--- config.mk ---
export PLATFORM = sky130hd
export DESIGN_NAME = capture_timer_irq
export DESIGN_NICKNAME = d
export VERILOG_FILES = /design/src/rtl/cti_pkg.sv /design/src/rtl/cti_sync.sv /design/src/rtl/cti_edge_sel.sv /design/src/rtl/cti_counter.sv /design/src/rtl/cti_irq.sv /design/src/rtl/capture_timer_irq.sv
export SDC_FILE = /design/constraint.sdc
export NUM_CORES = 1
export LEC_CHECK = 0
export ABC_CLOCK_PERIOD_IN_PS = 4700
export BUFFER_PORTS_ARGS = -buffer_cell sky130_fd_sc_hd__buf_2
export CAP_MARGIN = 20
export CORE_MARGIN = 5
export CORE_UTILIZATION = 55
export CTS_BUF_LIST = sky130_fd_sc_hd__clkbuf_8
export DETAILED_ROUTE_END_ITERATION = 7
export PLACE_DENSITY = 0.87
export SLEW_MARGIN = 20
export SYNTH_ARGS = -nofsm -noshare
export SYNTH_HDL_FRONTEND = slang
export SYNTH_HIERARCHICAL = 1
export SYNTH_SLANG_ARGS = --single-unit
--- constraint.sdc ---
create_clock -name clk -period 4.7 [get_ports clk]
set_clock_uncertainty 0.05 [all_clocks]
set_input_delay 0.705 -clock clk [delete_from_list [all_inputs] [get_ports clk]]
set_output_delay 0.705 -clock clk [all_outputs]
set_load 0.01 [all_outputs]
--- src/rtl/cti_pkg.sv ---
package cti_pkg;
   typedef enum logic [1:0] {
      TRG_OFF  = 2'b00,
      TRG_FALL = 2'b01,
      TRG_RISE = 2'b10,
      TRG_BOTH = 2'b11
   } trg_mode_e;

   localparam int ADDR_W = 3;
   localparam int N_SRC  = 5;

   // read map
   localparam logic [ADDR_W-1:0] A_CNT_LO = 3'd0;
   localparam logic [ADDR_W-1:0] A_CNT_HI = 3'd1;
   localparam logic [ADDR_W-1:0] A_CAP_LO = 3'd2;
   localparam logic [ADDR_W-1:0] A_CAP_HI = 3'd3;
   localparam logic [ADDR_W-1:0] A_STS    = 3'd4;
   localparam logic [ADDR_W-1:0] A_LVL    = 3'd5;
   // write map
   localparam logic [ADDR_W-1:0] A_CFG    = 3'd0;
   localparam logic [ADDR_W-1:0] A_CTRL   = 3'd1;
   localparam logic [ADDR_W-1:0] A_IEN    = 3'd4;

   // status bit positions
   localparam int IRQ_KBD = 0;
   localparam int IRQ_RX  = 1;
   localparam int IRQ_CAP = 2;
   localparam int IRQ_OVF = 3;
   localparam int IRQ_EXT = 4;

   localparam int CTRL_OVF_CLR = 2;
   localparam int CFG_SRC_BIT  = 2;
endpackage

--- src/rtl/cti_sync.sv ---
module cti_sync #(
   parameter int STAGES = 2
) (
   input  logic clk,
   input  logic rst_n,
   input  logic d,
   output logic q
);
   generate
      if (STAGES < 2) begin : g_bad
         $error("cti_sync needs at least two stages");
      end
   endgenerate

   logic [STAGES-1:0] chain;

   always_ff @(posedge clk) begin
      if (!rst_n) chain <= '0;
      else        chain <= {chain[STAGES-2:0], d};
   end

   assign q = chain[STAGES-1];
endmodule

--- src/rtl/cti_edge_sel.sv ---
module cti_edge_sel
   import cti_pkg::*;
(
   input  logic      clk,
   input  logic      rst_n,
   input  logic      bar_s,
   input  logic      tape_s,
   input  trg_mode_e mode,
   input  logic      use_bar,
   output logic      evt
);
   logic bar_d, tape_d;
   logic cur, prv, rise, fall;

   always_ff @(posedge clk) begin
      if (!rst_n) begin
         bar_d  <= 1'b0;
         tape_d <= 1'b0;
      end else begin
         bar_d  <= bar_s;
         tape_d <= tape_s;
      end
   end

   assign cur  = use_bar ? bar_s : tape_s;
   assign prv  = use_bar ? bar_d : tape_d;
   assign rise = cur & ~prv;
   assign fall = ~cur & prv;

   always_comb begin
      unique case (mode)
         TRG_FALL: evt = fall;
         TRG_RISE: evt = rise;
         TRG_BOTH: evt = rise | fall;
         default:  evt = 1'b0;
      endcase
   end

   // code 00 never fires
   p_off_quiet_r4: assert property (@(posedge clk) disable iff (!rst_n)
      (mode == TRG_OFF) |-> !evt);
   // with barcode selected, a quiet barcode line cannot fire
   p_unsel_quiet_r5: assert property (@(posedge clk) disable iff (!rst_n)
      (use_bar && (bar_s == bar_d)) |-> !evt);
   // a rising-only trigger fires only with the line high
   p_rise_level_r4: assert property (@(posedge clk) disable iff (!rst_n)
      (evt && mode == TRG_RISE) |-> cur);
endmodule

--- src/rtl/cti_counter.sv ---
module cti_counter #(
   parameter int DATA_W = 8,
   parameter int CNT_W  = 2 * DATA_W
) (
   input  logic              clk,
   input  logic              rst_n,
   input  logic              tick,
   input  logic              rd_lo,
   output logic [CNT_W-1:0]  cnt,
   output logic              wrap,
   output logic [DATA_W-1:0] hold
);
   localparam logic [CNT_W-1:0] CNT_MAX = '1;

   generate
      if (CNT_W != 2 * DATA_W) begin : g_bad
         $error("counter must be two bus bytes wide");
      end
   endgenerate

   assign wrap = tick && (cnt == CNT_MAX);

   always_ff @(posedge clk) begin
      if (!rst_n) begin
         cnt  <= '0;
         hold <= '0;
      end else begin
         if (tick)  cnt  <= cnt + 1'b1;
         if (rd_lo) hold <= cnt[CNT_W-1:DATA_W];
      end
   end

   p_step_r2: assert property (@(posedge clk) disable iff (!rst_n)
      (tick && cnt != CNT_MAX) |=> (cnt == $past(cnt) + 1'b1));
   p_idle_r2: assert property (@(posedge clk) disable iff (!rst_n)
      !tick |=> $stable(cnt));
   p_wrap_zero_r3: assert property (@(posedge clk) disable iff (!rst_n)
      wrap |=> (cnt == '0));
   p_freeze_r8: assert property (@(posedge clk) disable iff (!rst_n)
      !rd_lo |=> $stable(hold));
endmodule

--- src/rtl/cti_irq.sv ---
module cti_irq #(
   parameter int N = 5
) (
   input  logic         clk,
   input  logic         rst_n,
   input  logic [N-1:0] set,
   input  logic [N-1:0] clr,
   input  logic         en_wr,
   input  logic [N-1:0] en_din,
   output logic [N-1:0] sts,
   output logic [N-1:0] en,
   output logic         irq
);
   always_ff @(posedge clk) begin
      if (!rst_n)     en <= '0;
      else if (en_wr) en <= en_din;
   end

   generate
      for (genvar i = 0; i < N; i++) begin : g_bit
         always_ff @(posedge clk) begin
            if (!rst_n)      sts[i] <= 1'b0;
            else if (set[i]) sts[i] <= 1'b1;
            else if (clr[i]) sts[i] <= 1'b0;
         end

         // set dominates a same-cycle clear
         p_set_wins_r12: assert property (@(posedge clk) disable iff (!rst_n)
            set[i] |=> sts[i]);
         p_clear_r9: assert property (@(posedge clk) disable iff (!rst_n)
            (clr[i] && !set[i]) |=> !sts[i]);
         // pending bits hold regardless of the enable mask
         p_latch_r10: assert property (@(posedge clk) disable iff (!rst_n)
            (!clr[i] && !set[i]) |=> $stable(sts[i]));
      end
   endgenerate

   assign irq = |(sts & en);
endmodule

--- src/rtl/capture_timer_irq.sv ---
module capture_timer_irq
   import cti_pkg::*;
#(
   parameter int DATA_W      = 8,
   parameter int SYNC_STAGES = 2
) (
   input  logic              clk,
   input  logic              rst_n,
   input  logic              tick,
   input  logic              bar_in,
   input  logic              tape_in,
   input  logic [ADDR_W-1:0] bus_addr,
   input  logic              bus_wr,
   input  logic              bus_rd,
   input  logic [DATA_W-1:0] bus_wdata,
   output logic [DATA_W-1:0] bus_rdata,
   input  logic              kbd_req,
   input  logic              kbd_ack,
   input  logic              rx_req,
   input  logic              rx_rd,
   input  logic              ext_req,
   input  logic              ext_ack,
   output logic              irq
);
   localparam int CNT_W = 2 * DATA_W;

   generate
      if (DATA_W < N_SRC) begin : g_bad
         $error("bus too narrow for status");
      end
   endgenerate

   logic              bar_s, tape_s, cap_evt, wrap;
   logic [CNT_W-1:0]  cnt, cap_q;
   logic [DATA_W-1:0] hold;
   trg_mode_e         mode_q;
   logic              use_bar_q;
   logic [N_SRC-1:0]  set_v, clr_v, sts, en;
   logic              wr_cfg, wr_ctrl, wr_ien, rd_lo, rd_caphi;

   assign wr_cfg   = bus_wr && (bus_addr == A_CFG);
   assign wr_ctrl  = bus_wr && (bus_addr == A_CTRL);
   assign wr_ien   = bus_wr && (bus_addr == A_IEN);
   assign rd_lo    = bus_rd && (bus_addr == A_CNT_LO);
   assign rd_caphi = bus_rd && (bus_addr == A_CAP_HI);

   cti_sync #(.STAGES(SYNC_STAGES)) u_sync_bar (
      .clk(clk), .rst_n(rst_n), .d(bar_in), .q(bar_s));
   cti_sync #(.STAGES(SYNC_STAGES)) u_sync_tape (
      .clk(clk), .rst_n(rst_n), .d(tape_in), .q(tape_s));

   always_ff @(posedge clk) begin
      if (!rst_n) begin
         mode_q    <= TRG_OFF;
         use_bar_q <= 1'b0;
      end else if (wr_cfg) begin
         mode_q    <= trg_mode_e'(bus_wdata[1:0]);
         use_bar_q <= bus_wdata[CFG_SRC_BIT];
      end
   end

   cti_edge_sel u_edge (
      .clk(clk), .rst_n(rst_n), .bar_s(bar_s), .tape_s(tape_s),
      .mode(mode_q), .use_bar(use_bar_q), .evt(cap_evt));

   cti_counter #(.DATA_W(DATA_W), .CNT_W(CNT_W)) u_cnt (
      .clk(clk), .rst_n(rst_n), .tick(tick), .rd_lo(rd_lo),
      .cnt(cnt), .wrap(wrap), .hold(hold));

   always_ff @(posedge clk) begin
      if (!rst_n)       cap_q <= '0;
      else if (cap_evt) cap_q <= cnt;
   end

   always_comb begin
      set_v          = '0;
      clr_v          = '0;
      set_v[IRQ_KBD] = kbd_req;
      set_v[IRQ_RX]  = rx_req;
      set_v[IRQ_CAP] = cap_evt;
      set_v[IRQ_OVF] = wrap;
      set_v[IRQ_EXT] = ext_req;
      clr_v[IRQ_KBD] = kbd_ack;
      clr_v[IRQ_RX]  = rx_rd;
      clr_v[IRQ_CAP] = rd_caphi;
      clr_v[IRQ_OVF] = wr_ctrl && bus_wdata[CTRL_OVF_CLR];
      clr_v[IRQ_EXT] = ext_ack;
   end

   cti_irq #(.N(N_SRC)) u_irq (
      .clk(clk), .rst_n(rst_n), .set(set_v), .clr(clr_v),
      .en_wr(wr_ien), .en_din(bus_wdata[N_SRC-1:0]),
      .sts(sts), .en(en), .irq(irq));

   always_comb begin
      bus_rdata = '0;
      unique case (bus_addr)
         A_CNT_LO: bus_rdata = cnt[DATA_W-1:0];
         A_CNT_HI: bus_rdata = hold;
         A_CAP_LO: bus_rdata = cap_q[DATA_W-1:0];
         A_CAP_HI: bus_rdata = cap_q[CNT_W-1:DATA_W];
         A_STS:    bus_rdata[N_SRC-1:0] = sts;
         A_LVL:    bus_rdata[1:0] = {bar_s, tape_s};
         default:  bus_rdata = '0;
      endcase
   end

   // capture takes the count seen in the event cycle
   p_cap_latch_r6: assert property (@(posedge clk) disable iff (!rst_n)
      cap_evt |=> (cap_q == $past(cnt)));
   // no event, no change of the capture register
   p_cap_hold_r7: assert property (@(posedge clk) disable iff (!rst_n)
      !cap_evt |=> $stable(cap_q));
   // overflow flag rises only on a counter wrap
   p_ovf_cause_r3: assert property (@(posedge clk) disable iff (!rst_n)
      $rose(sts[IRQ_OVF]) |-> (cnt == '0));
endmodule

==> flow_summary.toml <==
[critical_path]
setup.worst_path.end_class = "primary output"
crit_type = "in -> out"
critPathLaunchType = "input port"
worstPathCellList = "buf_2, mux4_2, mux2_2, buf_2"
arrival_ps = 2120
critPathMaxStageDelay_ps = 570
crit_family = "multiplexers"
path_common_cell = "buf_2"
crit_slowest_cell = "mux4_2"
cp.buffers_inverters = 2
critPathRequiredTime_ps = 3940
path_max_fanout = 21

[cts]
numCtsBuffers = 9
clock-sinks = 59
clk_latency_ps = 340
cts_buffer_depth = 2
cts_tree = "yes"
cts_resized = 0
ctsHoldBuffers = 0
cts_max_level = 3
path_clk_slew_ps = 60
cts_root_buffer = "clkbuf_8"
cts_setup_buffers = 0

[power]
p_leak_nw = 1.15
p_per_area_nw_per_um2 = 327
vdd_drop_max_mv = 0.207

[logic_synthesis]
yosys_warnings = 6
synthArstFlopShare_pct = 0
synth_area_leaders = "dfxtp_1 (41%), mux2i_1 (17%), nor2b_1 (6.4%)"
synth_seq_cells = 59
yosysUniqueCellTypes = 46
synth_flop_cell = "dfxtp_1"
synth_area_um2 = 2850
yosysTopAreaCellShare_pct = 41.5
synth-edff-count = 0
ys_seq_area_share_pct = 41.5
yosysTopAreaCell = "dfxtp_1"
synth.avg_cell_area_um2 = 10.2
syn_inst = 278
syn-num-nets = 305

[grt]
gr-usage-all-layers_pct = 19.3
grt-busiest-layer = "met2"
grt.overflow.total = 0
grt_pass1_wl_mm = 9.65
grt_use_met3_pct = 6.47
met1_usage_pct = 23.5
met2_usage_pct = 31.9
grt_max_degree = 47
antenna_found_initial = 0
grt_pass1_vias = 2087

[hold_path]
hp-class = "reg -> reg"

[layout]
stdcell_area_um2 = 3210
antenna_cells = 0
most-common-layout-cells = "dfxtp_1 (59), mux2i_1 (49), nor2b_1 (29), buf_2 (29), nor2_1 (14)"
fin_cells = 378
nets = 330
drive_above_1_share_pct = 19.5
layout-area-overhead-vs-synth_pct = 12.6
mostFrequentLayoutCell = "dfxtp_1"

[placement]
dp.cells = 362
place_area_um2 = 3000
place_congestion = 0.756
io_buffer_count = 29
dp_hpwl_mm = 3.75

[sta]
period_needed_ps = 2880
relSlewSlack_pct = 25.5
hold_viol = 0
setup_tns_ps = 0
rsz0062_at_grt = "false"
setup_violations = 0
clock.fmax_mhz = 347
period_share_pct = 61.3
worstMarginPinSlew_ps = 1120
drv_slew = 0

[detailed_routing]
wl_per_cell_um = 15.4
postRouteAntennaNets = 0
first_iter_violations = 131
drt_first_pass_iters = 4
drc = 0
vias = 2100
vias_per_cell = 5.56
routed_wl_mm = 5.82

[floorplanning]
start_util_pct = 56.1
rows = 26
die_y_um = 82.0
dieArea_um2 = 6720
pin_count = 33
fp.dieW_um = 82.0
coreArea_um2 = 5070

[status]
status = "complete, no violations"

[flow_run]
maxCapViolations = 0
per-layer routing:
| layer | vias to the layer above | part of all wire (%) |
|---|---|---|
| li1 | 1042 | - |
| met1 | 1013 | 46 |
| met2 | 37 | 48 |
| met3 | 8 | 5.1 |
| met4 | 0 | 1.3 |
| met5 | - | 0 |
cell type report:
type | count | area, um2
fillers | 438 | 1870
well taps | 70 | 87.6
repair buffers | 30 | 153
clock buffers | 12 | 165
multi-input cells | 198 | 1560
flip-flops and latches | 59 | 1180
inverters | 5 | 18.8
clock inverters | 4 | 41.3
cells by family after synthesis:
logic type / after synthesis / share of synthesized area (%)
AND/OR/NAND/NOR: 104 / 23.5
flip-flops: 59 / 41.5
multiplexers: 54 / 20.8
AO/OA/AOI/OAI: 33 / 7.64
buffers and inverters: 21 / 4.13
XOR/XNOR: 4 / 1.23
adder cells (fa/ha/maj): 3 / 1.32
cell usage after synthesis (5+ instances only):
| library cell | number |
|---|---|
| o21a_1 | 9 |
| nor4_1 | 5 |
| mux2i_1 | 49 |
| a21oi_1 | 7 |
| nand3_1 | 5 |
| nor2_1 | 14 |
| dfxtp_1 | 59 |
| clkbuf_1 | 6 |
| o21ai_1 | 6 |
| nand2b_1 | 5 |
| and2_1 | 6 |
| nand2_1 | 12 |
| nor2b_1 | 29 |
path summary, 6_finish.rpt:
check                           cells past startpoint                  end                start  slack, ps
worst max-delay path                                4         bus_rdata[1]          bus_addr[0]       1820
worst min-delay path                                1  u_sync_bar/chain[1]  u_sync_bar/chain[0]        380
worst max register to register                      7            cap_q[12]            use_bar_q       2180
worst min register to register                      1  u_sync_bar/chain[1]  u_sync_bar/chain[0]        380
sequential cells by signal (all words and copies together) (netlist names):
signal and flops:
u_cnt/hold 8, use_bar_q 1, u_irq/sts 5, u_irq/en 5, u_edge/tape_d 1, u_sync_tape/chain 2, u_sync_bar/chain 2, cap_q 16
u_edge/bar_d 1, mode_q 2, u_cnt/cnt 16
where the power goes:
group | internal (mW) | switching (mW) | leakage, nW
Clock | 0.282 | 0.184 | 0.116
Sequential | 0.507 | 0.00829 | 0.478
Combinational | 0.0299 | 0.0368 | 0.558
per-stage QoR:
| step | power, mW | setup slack (ps) | utilization [%] | hold WS [ps] |
|---|---|---|---|---|
| 6_report | 1.05 | 1820 | 63.2 | 381 |
| 5_1_grt | 1.09 | 1740 | 63.2 | 401 |
| 4_1_cts | 1.06 | 1810 | 63.2 | 386 |
| 3_5_place_dp | 0.593 | 1820 | 59.2 | 369 |
| 3_3_place_gp | 0.590 | 1820 | 59.0 | 364 |
| 2_1_floorplan | 0.570 | 2440 | - | 362 |
worst register-to-register path, cell delays in order, from the launching register on:
cell and delay (ps):
dfxtp_1 390, mux2i_1 250, inv_1 60, ha_1 280, nand2_1 80, a32o_1 910, mux2i_1 310, nor2b_1 70
Note: power is estimated with default switching activity, not from simulation.
